[src/rtl/i2cs_pkg.sv]
package i2cs_pkg;

   typedef enum logic [2:0] {
      CMD_TX        = 3'd0,
      CMD_RX        = 3'd1,
      CMD_STOP      = 3'd2,
      CMD_RXDROP    = 3'd3,
      CMD_START     = 3'd4,
      CMD_START_NK  = 3'd5,
      CMD_HSTART    = 3'd6,
      CMD_HSTART_NK = 3'd7
   } cmd_op_e;

   typedef enum logic [2:0] {
      BUS_NONE  = 3'd0,
      BUS_START = 3'd1,
      BUS_TX    = 3'd2,
      BUS_RX    = 3'd3,
      BUS_STOP  = 3'd4
   } bus_op_e;

endpackage

[src/rtl/i2cs_cmd_decode.sv]
module i2cs_cmd_decode
   import i2cs_pkg::*;
#(
   parameter int DATA_W = 8,
   parameter int OPC_W  = 3,
   localparam int CMD_W = DATA_W + OPC_W
) (
   input  logic [CMD_W-1:0]  word_i,
   output cmd_op_e           opc_o,
   output logic [DATA_W-1:0] data_o,
   output logic              is_start_o,
   output logic              is_stop_o,
   output logic              is_rx_o,
   output logic              store_o,
   output logic              exp_nack_o,
   output logic              hs_o
);

   generate
      if (OPC_W != 3) begin : g_bad_opc
         $error("i2cs_cmd_decode: OPC_W must be 3");
      end
   endgenerate

   always_comb begin
      opc_o      = cmd_op_e'(word_i[DATA_W +: OPC_W]);
      data_o     = word_i[DATA_W-1:0];
      is_start_o = word_i[DATA_W+2];
      is_stop_o  = (opc_o == CMD_STOP);
      is_rx_o    = (opc_o == CMD_RX) || (opc_o == CMD_RXDROP);
      store_o    = (opc_o == CMD_RX);
      exp_nack_o = (opc_o == CMD_START_NK) || (opc_o == CMD_HSTART_NK);
      hs_o       = (opc_o == CMD_HSTART) || (opc_o == CMD_HSTART_NK);
   end

endmodule

[src/rtl/i2cs_byte_engine.sv]
module i2cs_byte_engine
   import i2cs_pkg::*;
#(
   parameter int BYTE_CYCLES = 4,
   parameter int DATA_W      = 8,
   localparam int CW         = (BYTE_CYCLES > 1) ? $clog2(BYTE_CYCLES) : 1
) (
   input  logic              clk,
   input  logic              rst_n,
   input  logic              go_i,
   input  bus_op_e           op_i,
   input  logic              slv_ack_i,
   input  logic [DATA_W-1:0] slv_rdata_i,
   input  logic              arb_i,
   output logic              busy_o,
   output logic              done_o,
   output bus_op_e           op_o,
   output logic              sack_o,
   output logic              arb_o,
   output logic [DATA_W-1:0] rdata_o
);

   generate
      if (BYTE_CYCLES < 2) begin : g_bad_len
         $error("i2cs_byte_engine: BYTE_CYCLES must be at least 2");
      end
   endgenerate

   logic [CW-1:0] cnt_q;

   always_ff @(posedge clk or negedge rst_n) begin
      if (!rst_n) begin
         busy_o  <= 1'b0;
         done_o  <= 1'b0;
         op_o    <= BUS_NONE;
         sack_o  <= 1'b0;
         arb_o   <= 1'b0;
         rdata_o <= '0;
         cnt_q   <= '0;
      end else begin
         done_o <= 1'b0;
         if (go_i) begin
            busy_o <= 1'b1;
            op_o   <= op_i;
            cnt_q  <= CW'(BYTE_CYCLES - 1);
         end else if (busy_o) begin
            if (cnt_q == '0) begin
               busy_o  <= 1'b0;
               done_o  <= 1'b1;
               sack_o  <= slv_ack_i;
               arb_o   <= arb_i && ((op_o == BUS_START) || (op_o == BUS_TX));
               rdata_o <= slv_rdata_i;
            end else begin
               cnt_q <= cnt_q - 1'b1;
            end
         end
      end
   end

   // a new byte may only start on an idle engine
   assert_go_when_idle_R1: assert property (@(posedge clk) disable iff (!rst_n)
      go_i |-> (!busy_o && !done_o));

endmodule

[src/rtl/cmdq_i2c_sequencer.sv]
module cmdq_i2c_sequencer
   import i2cs_pkg::*;
#(
   parameter int DATA_W      = 8,
   parameter int OPC_W       = 3,
   parameter int BYTE_CYCLES = 4,
   localparam int CMD_W      = DATA_W + OPC_W,
   localparam int RLW        = DATA_W + 1
) (
   input  logic              clk,
   input  logic              rst_n,
   input  logic              cmd_valid,
   input  logic [CMD_W-1:0]  cmd_word,
   output logic              cmd_pop,
   input  logic              rx_full,
   output logic              rx_push,
   output logic [DATA_W-1:0] rx_data,
   input  logic              cfg_auto_stop,
   input  logic              cfg_ignore_nack,
   input  logic              nack_clear,
   input  logic              slv_ack,
   input  logic [DATA_W-1:0] slv_rdata,
   input  logic              arb_lost_in,
   output logic              bus_go,
   output logic [2:0]        bus_op,
   output logic [DATA_W-1:0] bus_byte,
   output logic              bus_mack,
   output logic              scl_hold,
   output logic              hs_mode,
   output logic              stop_done,
   output logic              nack_evt,
   output logic              arb_lost
);

   // head-of-queue decode
   cmd_op_e           d_opc;
   logic [DATA_W-1:0] d_data;
   logic              d_start, d_stop, d_rx, d_store, d_expnk, d_hs;

   i2cs_cmd_decode #(.DATA_W(DATA_W), .OPC_W(OPC_W)) u_dec (
      .word_i     (cmd_word),
      .opc_o      (d_opc),
      .data_o     (d_data),
      .is_start_o (d_start),
      .is_stop_o  (d_stop),
      .is_rx_o    (d_rx),
      .store_o    (d_store),
      .exp_nack_o (d_expnk),
      .hs_o       (d_hs)
   );

   // byte engine
   logic              e_busy, e_done, e_sack, e_arb;
   bus_op_e           e_op;
   logic [DATA_W-1:0] e_rdata;
   logic              launch;
   bus_op_e           lop;

   i2cs_byte_engine #(.BYTE_CYCLES(BYTE_CYCLES), .DATA_W(DATA_W)) u_eng (
      .clk         (clk),
      .rst_n       (rst_n),
      .go_i        (launch),
      .op_i        (lop),
      .slv_ack_i   (slv_ack),
      .slv_rdata_i (slv_rdata),
      .arb_i       (arb_lost_in),
      .busy_o      (e_busy),
      .done_o      (e_done),
      .op_o        (e_op),
      .sack_o      (e_sack),
      .arb_o       (e_arb),
      .rdata_o     (e_rdata)
   );

   // sequencer state
   logic           owned_q, halted_q, hs_q, hs_pend_q, expnk_q, store_q, wait_q;
   logic [RLW-1:0] rx_left_q;
   logic           stop_q, nack_q, arb_q, push_q;
   logic [DATA_W-1:0] rdata_q;
   logic           last_nack, pop;
   logic [DATA_W-1:0] lbyte;
   logic           lmack;

   assign last_nack = !cmd_valid || d_stop || d_start;

   always_comb begin
      launch = 1'b0;
      lop    = BUS_NONE;
      lbyte  = '0;
      lmack  = 1'b0;
      pop    = 1'b0;
      if (!wait_q) begin
         if (rx_left_q != '0) begin
            if (!(store_q && rx_full)) begin
               launch = 1'b1;
               lop    = BUS_RX;
               lmack  = (rx_left_q == RLW'(1)) && last_nack;
            end
         end else if (halted_q) begin
            if (owned_q && cfg_auto_stop) begin
               launch = 1'b1;
               lop    = BUS_STOP;
            end
         end else if (cmd_valid) begin
            pop = 1'b1;
            if (d_start) begin
               launch = 1'b1;
               lop    = BUS_START;
               lbyte  = d_data;
            end else if (d_opc == CMD_TX) begin
               launch = 1'b1;
               lop    = BUS_TX;
               lbyte  = d_data;
            end else if (d_stop) begin
               launch = 1'b1;
               lop    = BUS_STOP;
            end
         end else if (owned_q && cfg_auto_stop) begin
            launch = 1'b1;
            lop    = BUS_STOP;
         end
      end
   end

   always_ff @(posedge clk or negedge rst_n) begin
      if (!rst_n) begin
         owned_q   <= 1'b0;
         halted_q  <= 1'b0;
         hs_q      <= 1'b0;
         hs_pend_q <= 1'b0;
         expnk_q   <= 1'b0;
         store_q   <= 1'b0;
         wait_q    <= 1'b0;
         rx_left_q <= '0;
         stop_q    <= 1'b0;
         nack_q    <= 1'b0;
         arb_q     <= 1'b0;
         push_q    <= 1'b0;
         rdata_q   <= '0;
      end else begin
         stop_q <= 1'b0;
         nack_q <= 1'b0;
         arb_q  <= 1'b0;
         push_q <= 1'b0;
         if (nack_clear) halted_q <= 1'b0;
         if (pop && d_rx) begin
            rx_left_q <= RLW'(d_data) + RLW'(1);
            store_q   <= d_store;
         end
         if (pop && d_start) begin
            expnk_q   <= d_expnk;
            hs_pend_q <= d_hs;
         end
         if (launch) begin
            wait_q <= 1'b1;
            if (lop == BUS_RX) rx_left_q <= rx_left_q - RLW'(1);
         end
         if (e_done) begin
            wait_q <= 1'b0;
            unique case (e_op)
               BUS_START, BUS_TX: begin
                  if (e_arb) begin
                     arb_q    <= 1'b1;
                     owned_q  <= 1'b0;
                     hs_q     <= 1'b0;
                     halted_q <= 1'b1;
                  end else begin
                     if (e_op == BUS_START) begin
                        owned_q <= 1'b1;
                        hs_q    <= hs_pend_q;
                     end
                     if (((e_op == BUS_START) ? (e_sack == expnk_q) : !e_sack)
                         && !cfg_ignore_nack) begin
                        nack_q   <= 1'b1;
                        halted_q <= 1'b1;
                     end
                  end
               end
               BUS_RX: begin
                  if (store_q) begin
                     push_q  <= 1'b1;
                     rdata_q <= e_rdata;
                  end
               end
               BUS_STOP: begin
                  stop_q  <= 1'b1;
                  owned_q <= 1'b0;
                  hs_q    <= 1'b0;
               end
               default: ;
            endcase
         end
      end
   end

   assign cmd_pop   = pop;
   assign bus_go    = launch;
   assign bus_op    = lop;
   assign bus_byte  = lbyte;
   assign bus_mack  = lmack;
   assign scl_hold  = owned_q && !wait_q;
   assign hs_mode   = hs_q;
   assign stop_done = stop_q;
   assign nack_evt  = nack_q;
   assign arb_lost  = arb_q;
   assign rx_push   = push_q;
   assign rx_data   = rdata_q;

   assert_halt_blocks_pop_R6: assert property (@(posedge clk) disable iff (!rst_n)
      (nack_evt && !nack_clear) |=> !cmd_pop);

   assert_no_store_when_full_R9: assert property (@(posedge clk) disable iff (!rst_n)
      (bus_go && (bus_op == 3'(BUS_RX)) && store_q) |-> !rx_full);

   assert_stop_releases_R5: assert property (@(posedge clk) disable iff (!rst_n)
      stop_done |-> (!scl_hold && !hs_mode));

   assert_events_exclusive_R10: assert property (@(posedge clk) disable iff (!rst_n)
      $onehot0({stop_done, nack_evt, arb_lost}));

   assert_arb_releases_R10: assert property (@(posedge clk) disable iff (!rst_n)
      arb_lost |-> !scl_hold);

   assert_ignore_quiet_R8: assert property (@(posedge clk) disable iff (!rst_n)
      (cfg_ignore_nack && $past(cfg_ignore_nack)) |-> !nack_evt);

endmodule

[config.mk]
export PLATFORM = sky130hd
export DESIGN_NAME = cmdq_i2c_sequencer
export DESIGN_NICKNAME = d
export VERILOG_FILES = /design/src/rtl/i2cs_pkg.sv /design/src/rtl/i2cs_cmd_decode.sv /design/src/rtl/i2cs_byte_engine.sv /design/src/rtl/cmdq_i2c_sequencer.sv
export SDC_FILE = /design/constraint.sdc
export NUM_CORES = 1
export LEC_CHECK = 0
export CAP_MARGIN = 0
export CELL_PAD_IN_SITES_DETAIL_PLACEMENT = 0
export CELL_PAD_IN_SITES_GLOBAL_PLACEMENT = 1
export CORE_UTILIZATION = 52
export DETAILED_ROUTE_END_ITERATION = 8
export DONT_BUFFER_PORTS = 1
export PLACE_DENSITY = 0.8
export REMOVE_ABC_BUFFERS = 1
export SYNTH_ARGS = -nofsm -noshare
export SYNTH_HDL_FRONTEND = slang
export SYNTH_SLANG_ARGS = --single-unit
[constraint.sdc]
create_clock -name clk -period 3.3 [get_ports clk]
set_input_delay 0.495 -clock clk [delete_from_list [all_inputs] [get_ports clk]]
set_output_delay 0.495 -clock clk [all_outputs]
set_load 0.1 [all_outputs]
==> qor.csv <==
metric;value;unit
outcome;complete, no violations;
first_global_vias;1762;
layout_commonest_cell;dfrtp_1;
timing.hold.worst.class;input pin to async pin;
detailed_place.area;2760;um^2
antenna_found_initial;0;
viasPerCell;5.97;
clock_sinks;45;
period_share;94.1;%
drt-initial-drc-count;60;
totalWireLength;5160;um
worst_clock_skew;0.00644;ns
cts_buffer_depth;2;
setup.worst_path.class;flip-flop to output port;
syn_inst;227;
floorplan.die.height;70.3;um
yosys_warns;0;
number_of_nets_still_failing_antenna_checks_after_routing;0;
h-tree-depth;2;
detailroute.via_count;1778;
drive_above_1_share;22.8;%
postLayoutCellArea;2890;um^2
grt_total_ovfl;0;
worst_path_max_delay_cell;nor3_1;
netlist_area;2430;um^2
place.detailed.hpwl;3920;um
drc_errors;0;
final_critical_path_setup_slack;0.196;ns
clk_pin_slew;0.08;ns
track_usage;21.6;%
hold_violations;0;
post_synth_num_cell_types;47;
nNetsFinal;279;
initial_cell_density_of_the_core;55.0;%
globalplace.congestion;0.834;
cts_resized;0;
ff2ff_path_depth;6;
antenna_cells_inserted;0;
floorplan.rows;24;
post-route-min-period;3.10;ns
drt_pre_antenna_iters;4;
cp-start-kind;flip-flop;
cp_data_arrival_time;2.61;ns
power.static_leakage;1.29;nW
cp.required;2.80;ns
worst_path_cell_chain;inv_1 > ha_1 > nor4b_4 > buf_4 > nand2_1 > nor3_1 > and2_1 > buf_12;
end_kind;output port;
rsz_0062_raised_after_global_routing;false;
maximum_number_of_pins_on_one_net_before_global_route_repair;46;
grt_first_pass_wirelength;8490;um
ctsRootBufferMaster;clkbuf_8;
drv.max_cap_violation_count;0;
critPathMaxFanout;8;
area.growth.synth_to_final;19.2;%
tightestPinTransition;0.920;ns
design.die.area;4950;um^2
tritoncts;yes;
synth_seq_cells;45;
relSlewSlack;38.7;%
seq_area_frac_synth;46.4;%
port_buffers;0;
setup_violations;0;
synth_area_per_cell;10.7;um^2
fmaxAchievable;322;MHz
clk-insertion-delay-late;0.29;ns
dp_slack;0.510;ns
number_of_synthesized_flops_with_an_enable_pin;0;
cts_inserted_buffers;5;
post-route-util;65.6;%
core_area;4410;um^2
num_io_pins;56;
async_s_r_ff_share_synth;100;%
timing_max_transition_violations_final;0;
mostFrequentLayoutCells;dfrtp_1 (45), inv_1 (15), nand2_1 (13);
route.detailed.wl_per_inst;17.3;um
synth_flop_cell;dfrtp_1;
die_x;70.3;um
cp_slowest_stage_delay;0.57;ns
ir_drop;0.000240;V
power_density;345;nW/um^2
## cell families after synthesis
family	after synthesis	synth area share, %
flip-flops	45	46.4
AO/OA/AOI/OAI	42	12.3
adder cells (fa/ha/maj)	5	2.58
AND/OR/NAND/NOR	81	19.9
XOR/XNOR	8	2.89
multiplexers	24	12.2
buffers and inverters	22	3.81
## power by group
part	switching [W]	internal (W)	total [W]
clock	0.000176	0.000220	0.000396
sequential	0.00000375	0.000557	0.000560
combinational	0.0000210	0.0000202	0.0000411
## worst max-delay path, delay by kind of cell (launching register included)
| family | cells | cell delay [ns] |
|---|---|---|
| AND/OR/NAND/NOR | 4 | 1.19 |
| flip-flops | 1 | 0.42 |
| buffers and inverters | 3 | 0.48 |
| adder cells (fa/ha/maj) | 1 | 0.21 |
## sequential cells by signal (all words and copies together) (netlist names)
name           flops
rx_data            8
hs_pend_q          1
stop_done          1
expnk_q            1
rx_left_q          9
u_eng.arb_o        1
u_eng.done_o       1
u_eng.cnt_q        2
hs_mode            1
nack_evt           1
halted_q           1
owned_q            1
arb_lost           1
u_eng.rdata_o      8
u_eng.sack_o       1
u_eng.op_o         3
wait_q             1
rx_push            1
store_q            1
u_eng.busy_o       1
## metrics by stage
step / power [W] / hold WS, ns / std cells / setup TNS [ns]
detailed placement: 0.000599 / 0.200 / 290 / 0
CTS: 0.00101 / 0.0389 / 298 / 0
finish: 0.000998 / 0.0403 / 298 / 0
global placement: 0.000598 / 0.200 / 290 / 0
floorplan: 0.000594 / 0.199 / 220 / -3.89
global route: 0.00103 / 0.0489 / 298 / 0
## repair_timing
action | CTS | global route
buffers inserted | 0 | 0
hold endpoints to repair | 45 | 0
hold buffers | 1 | 0
## cells in the mapped netlist, drive strengths merged (3+ instances only)
| master | count | area share (%) |
|---|---|---|
| clkbuf | 4 | 0.62 |
| mux2i | 4 | 1.6 |
| and2 | 8 | 2.1 |
| dfrtp | 45 | 46 |
| ha | 5 | 2.6 |
| a211oi | 5 | 1.5 |
| nand4 | 7 | 1.8 |
| inv | 15 | 2.3 |
| buf | 3 | 0.88 |
| nor2b | 5 | 1.3 |
| o21ai | 8 | 1.6 |
| nor3 | 9 | 1.9 |
| a21o | 3 | 0.93 |
| xnor2 | 5 | 1.8 |
| nor2 | 10 | 1.5 |
| nor4b | 3 | 1.7 |
| a21oi | 8 | 1.6 |
| and3 | 4 | 1.0 |
| nand3b | 3 | 0.93 |
| a31oi | 3 | 0.77 |
| mux2 | 20 | 11 |
| xor2 | 3 | 1.1 |
| nand3 | 8 | 1.6 |
| nand2 | 13 | 2.0 |
## final timing paths
path,slack (ns),start,end
worst max-delay path,0.20,rx_left_q[0]$_DFF_PN0_,bus_byte[1]
worst min-delay path,0.04,rst_n,arb_lost$_DFF_PN0_
worst max register to register,0.61,rx_left_q[0]$_DFF_PN0_,u_eng.rdata_o[6]$_DFFE_PN0P_
worst min register to register,0.49,u_eng.done_o$_DFF_PN0_,wait_q$_DFFE_PN0P_
max in group asynchronous,3.06,rst_n,rx_data[2]$_DFFE_PN0P_
min in group clk,0.30,nack_clear,halted_q$_DFF_PN0_
## routing by layer
layer | part of all wire [%] | vias to the layer above | GRT usage (%)
met3 | 4.1 | 6 | 4.62
li1 | - | 858 | -
met5 | 0 | - | 0
met1 | 44 | 869 | 27.0
met4 | 0.76 | 0 | 5.11
met2 | 51 | 45 | 37.8
## layout make-up
cell class / count / area [um^2]
clock buffer: 5 / 68.8
clock inverter: 2 / 35.0
fill: 350 / 1520
inverter: 15 / 56.3
multi-input combinational: 160 / 1240
sequential: 45 / 1130
tap: 52 / 65.1
timing repair buffer: 19 / 300
Note: power is estimated with default switching activity, not from simulation.
